<file path="src/rtl/bht_pkg.sv">
package bht_pkg;

    typedef enum logic [1:0] {
        DIR_STRONG_T  = 2'b00,
        DIR_WEAK_T    = 2'b01,
        DIR_WEAK_NT   = 2'b10,
        DIR_STRONG_NT = 2'b11
    } dir_state_e;

    localparam dir_state_e DIR_RESET = DIR_STRONG_NT;

    typedef struct packed {
        logic pred_taken;
        logic redirect;
    } bht_decision_t;

    // Upper bit clear means the branch is guessed taken.
    function automatic logic guess_taken(input dir_state_e s);
        return ~s[1];
    endfunction

    // Saturating step: taken walks toward 00, not taken toward 11.
    function automatic dir_state_e step_state(input dir_state_e s, input logic taken);
        dir_state_e n;
        n = s;
        if (taken) begin
            if (s != DIR_STRONG_T) n = dir_state_e'(s - 2'd1);
        end else begin
            if (s != DIR_STRONG_NT) n = dir_state_e'(s + 2'd1);
        end
        return n;
    endfunction

endpackage

</file>
<file path="src/rtl/bht_counter_bank.sv">
module bht_counter_bank
    import bht_pkg::*;
#(
    parameter int IDX_W = 4
) (
    input  logic             clk,
    input  logic             rst,
    input  logic [IDX_W-1:0] rd_idx,
    output dir_state_e       rd_state,
    input  logic             wr_en,
    input  logic [IDX_W-1:0] wr_idx,
    input  logic             wr_taken
);
    localparam int ENTRIES = 1 << IDX_W;

    dir_state_e ctr [ENTRIES];

    always_ff @(posedge clk) begin
        if (rst) begin
            for (int i = 0; i < ENTRIES; i++) ctr[i] <= DIR_RESET;
        end else if (wr_en) begin
            ctr[wr_idx] <= step_state(ctr[wr_idx], wr_taken);
        end
    end

    // Read sees the registered state, so a same-cycle write is not visible yet.
    assign rd_state = ctr[rd_idx];

    genvar g;
    generate
        for (g = 0; g < ENTRIES; g++) begin : g_chk

            taken_step_chk: assert property (@(posedge clk) disable iff (rst)
                (wr_en && wr_idx == IDX_W'(g) && wr_taken && ctr[g] != DIR_STRONG_T)
                |=> (ctr[g] == dir_state_e'($past(ctr[g]) - 2'd1)));

            nottaken_step_chk: assert property (@(posedge clk) disable iff (rst)
                (wr_en && wr_idx == IDX_W'(g) && !wr_taken && ctr[g] != DIR_STRONG_NT)
                |=> (ctr[g] == dir_state_e'($past(ctr[g]) + 2'd1)));

            idle_hold_chk: assert property (@(posedge clk) disable iff (rst)
                !(wr_en && wr_idx == IDX_W'(g)) |=> $stable(ctr[g]));
        end
    endgenerate

endmodule

</file>
<file path="src/rtl/bht_decide.sv">
module bht_decide
    import bht_pkg::*;
(
    input  logic          clk,
    input  logic          rst,
    input  logic          lk_valid,
    input  logic          lk_is_cond,
    input  dir_state_e    state,
    output bht_decision_t decision
);
    always_comb begin
        decision = '0;
        if (lk_valid) begin
            if (lk_is_cond) begin
                decision.pred_taken = guess_taken(state);
                decision.redirect   = guess_taken(state);
            end else begin
                decision.redirect   = 1'b1;
            end
        end
    end


    idle_quiet_chk: assert property (@(posedge clk) disable iff (rst)
        !lk_valid |-> (decision == '0));

    jump_redirect_chk: assert property (@(posedge clk) disable iff (rst)
        (lk_valid && !lk_is_cond) |-> (decision.redirect && !decision.pred_taken));

    cond_agree_chk: assert property (@(posedge clk) disable iff (rst)
        (lk_valid && lk_is_cond) |-> (decision.redirect == decision.pred_taken));

endmodule

</file>
<file path="src/rtl/bht_predictor.sv">
module bht_predictor
    import bht_pkg::*;
#(
    parameter int PC_W  = 32,
    parameter int IDX_W = 4
) (
    input  logic            clk,
    input  logic            rst,
    input  logic            lk_valid,
    input  logic [PC_W-1:0] lk_pc,
    input  logic            lk_is_cond,
    input  logic            upd_valid,
    input  logic [PC_W-1:0] upd_pc,
    input  logic            upd_taken,
    output logic            pred_taken,
    output logic            redirect
);
    localparam int IDX_LO = 2;
    localparam int IDX_HI = IDX_LO + IDX_W - 1;

    logic [IDX_W-1:0] lk_idx;
    logic [IDX_W-1:0] upd_idx;
    dir_state_e       lk_state;
    bht_decision_t    decision;

    assign lk_idx  = lk_pc[IDX_HI:IDX_LO];
    assign upd_idx = upd_pc[IDX_HI:IDX_LO];

    logic unused_pc_bits;
    assign unused_pc_bits = ^{lk_pc[PC_W-1:IDX_HI+1], lk_pc[IDX_LO-1:0],
                              upd_pc[PC_W-1:IDX_HI+1], upd_pc[IDX_LO-1:0]};

    bht_counter_bank #(.IDX_W(IDX_W)) bank_i (
        .clk      (clk),
        .rst      (rst),
        .rd_idx   (lk_idx),
        .rd_state (lk_state),
        .wr_en    (upd_valid),
        .wr_idx   (upd_idx),
        .wr_taken (upd_taken)
    );

    bht_decide decide_i (
        .clk        (clk),
        .rst        (rst),
        .lk_valid   (lk_valid),
        .lk_is_cond (lk_is_cond),
        .state      (lk_state),
        .decision   (decision)
    );

    assign pred_taken = decision.pred_taken;
    assign redirect   = decision.redirect;

endmodule

</file>
<file path="config.mk">
export PLATFORM = sky130hd
export DESIGN_NAME = bht_predictor
export DESIGN_NICKNAME = d
export VERILOG_FILES = /design/src/rtl/bht_pkg.sv /design/src/rtl/bht_counter_bank.sv /design/src/rtl/bht_decide.sv /design/src/rtl/bht_predictor.sv
export SDC_FILE = /design/constraint.sdc
export NUM_CORES = 1
export LEC_CHECK = 0
export BUFFER_PORTS_ARGS = -buffer_cell sky130_fd_sc_hd__buf_2
export CORE_MARGIN = 2
export CORE_UTILIZATION = 48
export DETAILED_ROUTE_END_ITERATION = 10
export PLACE_DENSITY = 0.92
export SYNTH_ARGS = -nofsm -noshare
export SYNTH_HDL_FRONTEND = slang
export SYNTH_SLANG_ARGS = --single-unit
</file>
<file path="constraint.sdc">
create_clock -name clk -period 2.2 [get_ports clk]
set_input_delay 0.11 -clock clk [delete_from_list [all_inputs] [get_ports clk]]
set_output_delay 0.11 -clock clk [all_outputs]
set_load 0.02 [all_outputs]
</file>
Yosys cells after proc, flatten, opt, wreduce, memory -nomap -nowiden

Memory sizes are Yosys's and may differ from the RTL's.
Cells that the tools add are included.

Reduce and logical (&&, ||, !) cells: 2
Equality and inequality tests: 1
$add $sub $neg: 2
Bitwise gates (word level): 1
Muxes and demuxes: 16

Operators with widths:

| operator            | number |
|---|---|
| $mux 2              | 7 |
| $mux 1              | 8 |
| $mux 4              | 1 |
| $add 2x1->2 const B | 1 |
| $ne 2x2->1 const B  | 1 |
| $reduce_bool 2->1   | 1 |
| $reduce_or 2->1     | 1 |
| $sub 2x1->2 const B | 1 |
| $not 1->1           | 1 |

RAM bits: 32
Output and inout bits: 2
Flip-flop bits (word level): 0
Word-level logic and storage cells: 23
Memories kept: 1

Memories:

| name       | words | bits a word | rd ports | clocked after memory_dff | wr ports | RTL line               | text |
|---|---|---|---|---|---|---|---|
| bank_i.ctr | 16    | 2           | 2        | 0                        | 16       | bht_counter_bank.sv:16 | `dir_state_e ctr [ENTRIES];` |

Logic depth before layout (Yosys ltp)

An unclocked memory read counts as a cell.

Depth in word-level cells: 7
Mapped depth: 7
Depth with buffers taken out: 5

Hierarchy

A second synthesis with hierarchy kept.

Cell total of the unflattened synthesis: 150
Area total of the unflattened synthesis: 1900.6 um^2

Modules (own cells, without submodules):

| module           | times used | cells each | area an instance (um^2) |
|---|---|---|---|
| bht_counter_bank | 1          | 148        | 1883.1 |
| bht_decide       | 1          | 2          | 17.5 |

Worst setup path after synthesis

OpenSTA, ideal clock, no wires.

Path type: flip-flop to output port
Start: memory bank_i.ctr[15][1] (netlist bit)
End: output port redirect
Arrival: 1.812 ns
Stages on the path, launching flop included: 4
Required time: 2.090 ns
Path slack: 0.278 ns
Path buffers: 0
Path through: edfxtp_1 > mux4_2 > mux4_2 > a21boi_0

RTL lines:

| item               | RTL line               | text |
|---|---|---|
| start: declaration | bht_counter_bank.sv:16 |  |
| end: declaration   | bht_predictor.sv:16    | `output logic redirect` |

==> parameters.txt <==
Parameter                              Value

Power
  P_leak ... 0.000544 uW
  Cell internal power dissipation ... 1050 uW
  Share of power burned in the clock network ... 40.5%
  Highest ir drop seen on vdd ... between 200 and 300 uV
  Switching Power ... approximately 300 uW
  Combinational cell fraction of total power ... 9.7%
  Flop pwr share ... between 40% and 50%
  Areal power density over the cells ... 690 nW/um^2
  Fraction of power spent switching nets ... around 22%

Run
  Number of max-cap violations ... 0

Synthesis
  Commonest register cell after synthesis ... edfxtp_1
  Post-Syn Instances ... 144
  Fraction of registers with async set/reset ... 0%
  Top-area cell type share of the netlist area ... 54.2%
  Syn nets ... 214
  Synth warnings ... 0
  Average cell area after synthesis ... 12.3 um^2
  Cell type with the largest total area after synthesis ... edfxtp_1
  Post-Syn Area ... roughly 1800 um^2
  Most area-consuming cells after synthesis ... edfxtp_1, mux4_2, nand2_1
  EDFF count, synth ... 32
  Yosys cell types ... 21
  Flops & latches, synth ... 32
  Sequential cell area fraction in the yosys report ... around 54%

Clocking
  Number of gates resized after cts ... 0
  Worst skew pair latency ... 0.29 ns
  Reg clk slew, reported paths ... 0.07 ns
  CTS Buf Count ... 5
  Number of buffers on the longest clock path ... 2
  Cell at the root of the clock tree ... clkbuf_8
  Hold-fix buffers at CTS ... 0
  Number of clock sinks seen by CTS ... 32
  Setup Buffers After CTS ... 0
  TritonCTS clock tree ... done
  Maximum level of the CTS H-tree ... 2

Drt
  Antenna Violating Nets Remaining ... 0
  Iter 0 DRT Violations ... 149
  Remaining DRCs ... 0
  Per-cell via count in the routed design ... a little under 6
  Drt total wl ... around 3.6 mm
  Via count ... between 1000 and 1500
  Number of search-and-repair iterations in the first detailed-routing pass ... 4
  DR WL/cell ... 17.2 um

STA
  Final number of hold-violating endpoints ... 0
  Final clock period utilization by the worst path ... a little over nine tenths
  Minimum clock period after layout ... 2.12 ns
  Setup_tns ... 0 ns
  Peak Freq ... between 400 and 500 MHz
  Tightest slew margin relative to the limit ... about four fifths
  Tightest Pin Transition ... between 0.3 and 0.4 ns
  # setup viols final ... 0
  Worst clock skew on the final layout ... 0.00689 ns
  RSZ-0062 raised after global routing ... false
  Number of max-slew violations in the final report ... 0

Critical path
  Worst setup path class ... register to output pin
  Crit-path cells ... mux4_2, mux4_2, a21boi_1, buf_2
  FF-to-FF Start ... bank_i.ctr[0][1]
  Max Fanout on Critical Path ... 2
  Depth of the worst register-to-register path ... 5
  Startpoint class of the critical path ... register
  CP Data Required Time ... 2.09 ns
  Dominant cell type by count on the critical path ... mux4_2
  Internal reg-to-reg setup slack ... 0.15 ns
  Cell with the biggest individual delay on the critical path ... mux4_2
  Capture instance of the worst register-to-register path ... bank_i.ctr[3][1]
  Kind of cell adding the most delay to the critical path ... multiplexers
  Count of buffer and inverter cells on the critical path ... 1
  Crit. End Element ... output pin
  Data arrival, critical path ... ~2 ns
  CP peak stage delay ... 0.51 ns

Min path
  Source of the worst hold timing path ... upd_pc[4]
  Hold Path Cell Cnt ... 3
  Path category of the worst min-delay check ... input pin to register
  Worst hold endpoint ... bank_i.ctr[0][0]

Cells and area
  FF+latch area ... 961 um^2
  Share of layout cells above drive strength 1 ... about 30%
  Multi-input logic area ... 761 um^2
  Fill cell total of the finished layout ... 292
  Antenna cells ... 0
  Commonest non-fill, non-tap cell in the layout ... nand2_1
  Commonest cells after routing, fill and taps aside ... nand2_1, edfxtp_1, or2_2
  Area added between synthesis and finish ... 10.8%
  Reg with most FFs ... bank_i.ctr
  Final net count ... about 230
  Number of flip-flops in the largest register ... 32
  Final std cells w/o fill ... 208
  Biggest regs ... bank_i.ctr x32
  Final cell area excluding filler cells ... 1960 um^2

GRT
  Total congestion overflow ... 0
  Number of global-route vias before repair ... 1261
  Largest net degree at the start of global routing ... 19
  Global-route wire length before repair ... 5.84 mm
  Initial antenna violation count ... 0
  All-layer global routing usage ... 19.2%

Placed design
  Cell area after placement ... 1860 um^2
  Placer's final routability congestion estimate ... 0.787
  Placed instance count ... 200
  Hpwl dp ... 2.59 mm
  Buffers on Ports ... 15

Floorplanning
  Die height ... approximately 65 um
  Die Wd ... 64.8 um
  Die footprint ... 4190 um^2
  Number of placement rows ... 22
  I/O pin total ... 72
  Initial Util ... 49.1%
  Core Area ... 3610 um^2

Status
  Outcome ... finished clean
==> tightest hold or removal path, cell delays in order <==
cell and delay [ns]:
buf_2 0.22, nor3_1 0.12, nand2_1 0.06
==> through the flow <==
stage	worst slack (ns)	util, %	hold WS [ns]	total power [uW]
3_5_place_dp	0.0525	51.5	0.523	819
3_3_place_gp	0.146	51.5	0.512	813
6_report	0.0809	54.4	0.327	1350
2_1_floorplan	0.278	-	0.330	786
5_1_grt	0.00250	54.4	0.333	1390
4_1_cts	0.0552	54.4	0.306	1360
==> synth_stat cells, types with 2 or more instances <==
master and count:
clkbuf_1 3, mux4_1 4, nor2b_1 3, buf_6 3, nor3_1 4, or2_2 16
nand3_1 3, edfxtp_1 32, nor2_1 15, nand2_1 39, mux4_2 9, maj3_4 2
nand2b_1 3
==> worst max-delay path by stage <==
stage / endpoint / startpoint / slack [ns] / cells past startpoint
2_1_floorplan: redirect / bank_i.ctr[15][1] / 0.28 / 3
3_3_place_gp: bank_i.ctr[1][0] / upd_pc[2] / 0.15 / 6
3_5_place_dp: bank_i.ctr[3][1] / upd_pc[2] / 0.05 / 6
4_1_cts: redirect / bank_i.ctr[5][1] / 0.06 / 4
5_1_grt: redirect / bank_i.ctr[5][1] / 0.002 / 4
6_report: redirect / bank_i.ctr[5][1] / 0.08 / 4
==> power groups by stage <==
stage                     Sequential (uW)  Clock [uW]  Combinational [uW]
final                                 675         548                 132
after detailed placement              688           0                 131
after CTS                             675         551                 132
after floorplan                       687           0                99.0
after global routing                  674         575                 143
after global placement                687           0                 125
==> logic make-up (layout without fill, tap and decap cells) <==
group | Yosys count | after routing | synth area share, %
fa+ha+maj | 2 | 2 | 1.55
flops | 32 | 32 | 54.2
simple gates | 88 | 88 | 23.2
mux | 13 | 13 | 17.4
buf+inv | 7 | 23 | 2.82
compound gates | 2 | 2 | 0.848
==> per-layer routing <==
metal | track usage, % | vias up | share of wire, %
met4 | 10.1 | 0 | 2.8
met5 | 0 | - | 0
met2 | 33.8 | 62 | 52
met1 | 22.1 | 594 | 39
li1 | - | 556 | -
met3 | 3.82 | 11 | 6.3
==> layout make-up <==
class	count	share of cell area, %
Clock inverter	3	1.91
Tap cell	48	3.06
Timing Repair Buffer	15	3.82
Clock buffer	5	3.51
Sequential cell	32	48.9
Multi-Input combinational cell	105	38.8
Note: power is estimated with default switching activity, not from simulation.
